$ cat config.mk
export PLATFORM = sky130hd
export DESIGN_NAME = tri_wire_cfg
export DESIGN_NICKNAME = d
export VERILOG_FILES = /design/src/rtl/tri_wire_cfg.sv
export SDC_FILE = /design/constraint.sdc
export NUM_CORES = 1
export LEC_CHECK = 0
export ABC_AREA = 1
export BUFFER_PORTS_ARGS = -buffer_cell sky130_fd_sc_hd__buf_2
export CAP_MARGIN = 40
export CORE_ASPECT_RATIO = 0.8
export CORE_MARGIN = 1
export CORE_UTILIZATION = 49
export DETAILED_ROUTE_END_ITERATION = 8
export GPL_TIMING_DRIVEN = 0
export PLACE_DENSITY = 0.81
export SYNTH_ARGS = -nofsm -noshare
export SYNTH_HDL_FRONTEND = slang
export SYNTH_SLANG_ARGS = --single-unit
$ cat constraint.sdc
create_clock -name clk -period 1.2 [get_ports clk]
set_input_delay 0.18 -clock clk [delete_from_list [all_inputs] [get_ports clk]]
set_output_delay 0.18 -clock clk [all_outputs]
set_load 0.05 [all_outputs]
$ cat src/rtl/tri_wire_cfg.sv
module tri_wire_cfg #(
  parameter int DW        = 17,
  parameter int AW        = 4,
  parameter int RW        = 11,
  parameter int SYNC      = 2,
  parameter logic [3:0] A_TEST = 4'b0000,
  parameter logic [3:0] A_CTRL = 4'b0001,
  parameter logic [3:0] A_MAIN = 4'b0100,
  parameter logic [3:0] A_REF  = 4'b0101,
  parameter int LOCK_BIT  = 12,
  parameter int GAIN_LSB  = 9,
  parameter int PON_BIT   = 6
) (
  input  logic          clk,
  input  logic          rst_n,
  input  logic          cfg_clk,
  input  logic          cfg_dat,
  input  logic          cfg_en_n,
  output logic [DW-1:0] test_word,
  output logic          lock_det_en,
  output logic [1:0]    cp_gain,
  output logic          soft_pwr_on,
  output logic [DW-1:0] main_ratio,
  output logic [RW-1:0] ref_ratio
);
  localparam int FW = DW + AW;

  logic [SYNC-1:0] ck_s, dt_s, en_s;
  logic            ck_q, en_q;
  logic [FW-1:0]   win;

  always_ff @(posedge clk or negedge rst_n)
    if (!rst_n) begin
      ck_s <= '0;
      dt_s <= '0;
      en_s <= '1;
      ck_q <= 1'b0;
      en_q <= 1'b1;
    end else begin
      ck_s <= {ck_s[SYNC-2:0], cfg_clk};
      dt_s <= {dt_s[SYNC-2:0], cfg_dat};
      en_s <= {en_s[SYNC-2:0], cfg_en_n};
      ck_q <= ck_s[SYNC-1];
      en_q <= en_s[SYNC-1];
    end

  wire           shift_go = ck_s[SYNC-1] & ~ck_q & ~en_s[SYNC-1];
  wire           load_go  = en_s[SYNC-1] & ~en_q;
  wire [AW-1:0]  addr     = win[AW-1:0];
  wire [DW-1:0]  field    = win[FW-1:AW];

  always_ff @(posedge clk or negedge rst_n)
    if (!rst_n)        win <= '0;
    else if (shift_go) win <= {win[FW-2:0], dt_s[SYNC-1]};

  always_ff @(posedge clk or negedge rst_n)
    if (!rst_n) begin
      test_word   <= '0;
      lock_det_en <= 1'b0;
      cp_gain     <= '0;
      soft_pwr_on <= 1'b0;
      main_ratio  <= '0;
      ref_ratio   <= '0;
    end else if (load_go) begin
      case (addr)
        A_TEST: test_word <= field;
        A_CTRL: begin
          lock_det_en <= field[LOCK_BIT];
          cp_gain     <= field[GAIN_LSB+1:GAIN_LSB];
          soft_pwr_on <= field[PON_BIT];
        end
        A_MAIN: main_ratio <= field;
        A_REF:  ref_ratio  <= field[RW-1:0];
        default: ;
      endcase
    end

  wire [DW+DW+RW+3:0] all_out = {test_word, lock_det_en, cp_gain, soft_pwr_on, main_ratio, ref_ratio};

  AST_IDLE_NO_SHIFT: assert property (@(posedge clk) disable iff (!rst_n)
    en_s[SYNC-1] |=> $stable(win));

  AST_NO_EARLY_LOAD: assert property (@(posedge clk) disable iff (!rst_n)
    !load_go |=> $stable(all_out));

  AST_UNMAPPED_HOLD: assert property (@(posedge clk) disable iff (!rst_n)
    (load_go && addr != A_TEST && addr != A_CTRL && addr != A_MAIN && addr != A_REF)
      |=> $stable(all_out));

  AST_MAIN_TAKES_FIELD: assert property (@(posedge clk) disable iff (!rst_n)
    (load_go && addr == A_MAIN) |=> main_ratio == $past(win[FW-1:AW]) && $stable(ref_ratio));

  AST_REF_KEEPS_MAIN: assert property (@(posedge clk) disable iff (!rst_n)
    (load_go && addr == A_REF) |=> $stable(main_ratio) && $stable(test_word));

  AST_CTRL_PON: assert property (@(posedge clk) disable iff (!rst_n)
    (load_go && addr == A_CTRL) |=> soft_pwr_on == $past(win[AW+PON_BIT]) && $stable(main_ratio));
endmodule

==> results.md <==
- Netlist Area Pre-Place: 3055 um^2
- Top Ports: 54
- Max Slew Vio Count: 0
- Worst Hold Class: in2async
- Power density over the cells: 1390 nW/um^2
- Final ANT Viol Nets: 0
- FFs w/ async S/R, synth: 100.0%
- Sum Neg Setup Slack: -7.229 ns
- # rows: 25
- WP data required: 1.47 ns
- Fmax: 716.9 MHz
- Fin area: 4273 um^2
- Setup Skew: 0.007264 ns
- Commonest cells after routing, fill and taps aside: dfrtp_1, nand2_1, nand3_1, nand2_2, buf_2
- Die H: 72.63 um
- Fin crit period: 1.395 ns
- First-pass GRT wire length: 11,930 um
- Yosys cell types: 19
- Relative max-transition margin: 74.87%
- Arr. time, crit path: 1.66 ns
- Vias in the first global route: 2,507
- Top FF cell, synth: dfrtp_1
- Dpl hpwl: 4393 um
- Final nets: 409
- Port bufs: 53
- Initial drt markers: 298
- Endpoint type of the worst setup path: flip-flop
- Power consumption: 5.941 mW
- Gr usage total: 23.98%
- P&R area growth vs syn: 39.84%
- CTS tree: yes
- Final Wtd Congestion: 0.8298
- Placeable Area: 5974 um^2
- Clock Sinks: 78
- Vias per Instance: 5.382
- CTS H-Tree Depth: 3
- CTS clk-pin slew, worst paths: 0.08 ns
- Total Wirelength: 8103 um
- Drt drc: 0
- Yosys reg bits: 78
- Critical Path Fanout Max: 5
- Status: complete, but fails checks
- Failing checks: setup timing
- Final worst path period share: 116.2%
- Pin count of the biggest net entering global routing: 59
- Gr ovfl total: 0
- Initial antenna violation count: 0
- Pre-CTS WS: -0.2280 ns
- Clk Latency, worst-skew pair: 0.35 ns
- Leading cell type in the layout, fill and taps excluded: dfrtp_1
- Die W: 90.29 um
- Post-synth EDFFs: 0
- Syn_nets: 326
- Final setup margin: -0.1948 ns
- Actual slew at the worst max-slew pin: 0.3770 ns
- Placed Area: 3468 um^2
- Lkg Pwr: 2.238 nW
- Clock Tree Root: clkbuf_8
- Min Hold Slack: 0.2573 ns
- Via count: 2,632
- Max Root-Sink Buffers: 2
- Synthesis Warnings: 0
- Die ar.: 6557 um^2
- DR pass1 iterations: 5
- Crit path kind: reg2reg
- Placed cells: 456
- Initial Util: 51.14%
- Crit path launch type: flip-flop
- CTS buffer count: 9
- Max Cap Viol: 0
- Cell count after synthesis: 321
- Wire per inst: 16.57 um
- R2R Setup Slk: -0.19 ns
- Sequential-to-total area share from yosys stat: 64.00%
- Fraction of layout cells with a size suffix above 1: 46.81%
- Non-filler instance count after layout: 489
- Mean post-synth cell area: 9.518 um^2
- Post-layout util: 71.52%
- Final Hold Fails: 0
- VDD IR max: 1.063 mV
- RSZ-0062 raised after global routing: true
- Antenna Cells: 0
- Endpoints failing setup: 68
final cells by class:
cell class,count,area (um^2)
clock buffers,14,162.7
well taps,81,101.3
fillers,392,1702
repair buffers,72,561.8
inverters,23,86.33
plain buffers,16,167.7
clock inverters,1,5.005
multi-input cells,204,1232
flip-flops and latches,78,1956
cell usage after synthesis (2+ instances only):
master / count / area (um^2)
nor2_2: 3 / 18.77
o21ai_1: 2 / 10.01
buf_2: 9 / 45.04
inv_2: 5 / 18.77
buf_6: 3 / 33.78
buf_4: 2 / 15.01
inv_1: 18 / 67.56
dfrtp_1: 75 / 1877
dfstp_2: 3 / 78.83
o21ai_0: 19 / 95.09
nand2_1: 121 / 454.2
clkbuf_1: 2 / 7.510
nand3_1: 51 / 255.2
nor2_4: 3 / 33.78
power by group:
group | internal [mW] | switching (mW) | total, mW
Sequential | 2.78 | 0.177 | 2.96
Combinational | 0.393 | 0.845 | 1.24
Clock | 0.853 | 0.891 | 1.74
worst paths after layout:
| path | startpoint | to | cells after the start |
|---|---|---|---|
| worst max-delay path | en_s[1] | win[20] | 6 |
| worst min-delay path | rst_n | main_ratio[7] | 2 |
| worst max register to register | en_s[1] | win[20] | 6 |
| worst min register to register | dt_s[0] | dt_s[1] | 0 |
| max in group asynchronous | rst_n | en_s[1] | 3 |
| min in group clk | dt_s[0] | dt_s[1] | 0 |
flip-flops by register name, indices dropped and copies added (netlist names):
name,cells
en_q,1
ck_q,1
ref_ratio,11
cp_gain,2
main_ratio,17
en_s,2
win,21
lock_det_en,1
soft_pwr_on,1
test_word,17
ck_s,2
dt_s,2
per-layer routing:
layer	share of wire (%)	track usage [%]	routed length (um)
met3	7.7	6.979	627
met5	0	0	0
met4	3.5	10.57	286
met2	47	36.98	3801
met1	42	32.14	3387
cell families (layout without fill, tap and decap cells):
| family | Yosys count | after routing | share of synthesized area [%] |
|---|---|---|---|
| AND/OR/NAND/NOR | 183 | 183 | 26.41 |
| AO/OA/AOI/OAI | 21 | 21 | 3.440 |
| buffers and inverters | 39 | 126 | 6.142 |
| flip-flops | 78 | 78 | 64.01 |
repair_timing:
action	in CTS	in global routing
setup endpoints to repair	67	81
pin swaps	15	6
gates resized for setup	64	110
gates cloned	3	2
hold buffers	4	0
setup buffers	8	3
endpoints found under the hold margin	23	0
worst max-delay path, stage by stage, from the launching register on:
cell	delay, ns
dfstp_2	0.56
inv_2	0.05
nand3b_1	0.20
buf_6	0.18
buf_8	0.14
nand2_2	0.06
o21ai_1	0.12
No activity file was read; power rests on OpenSTA's default activity.
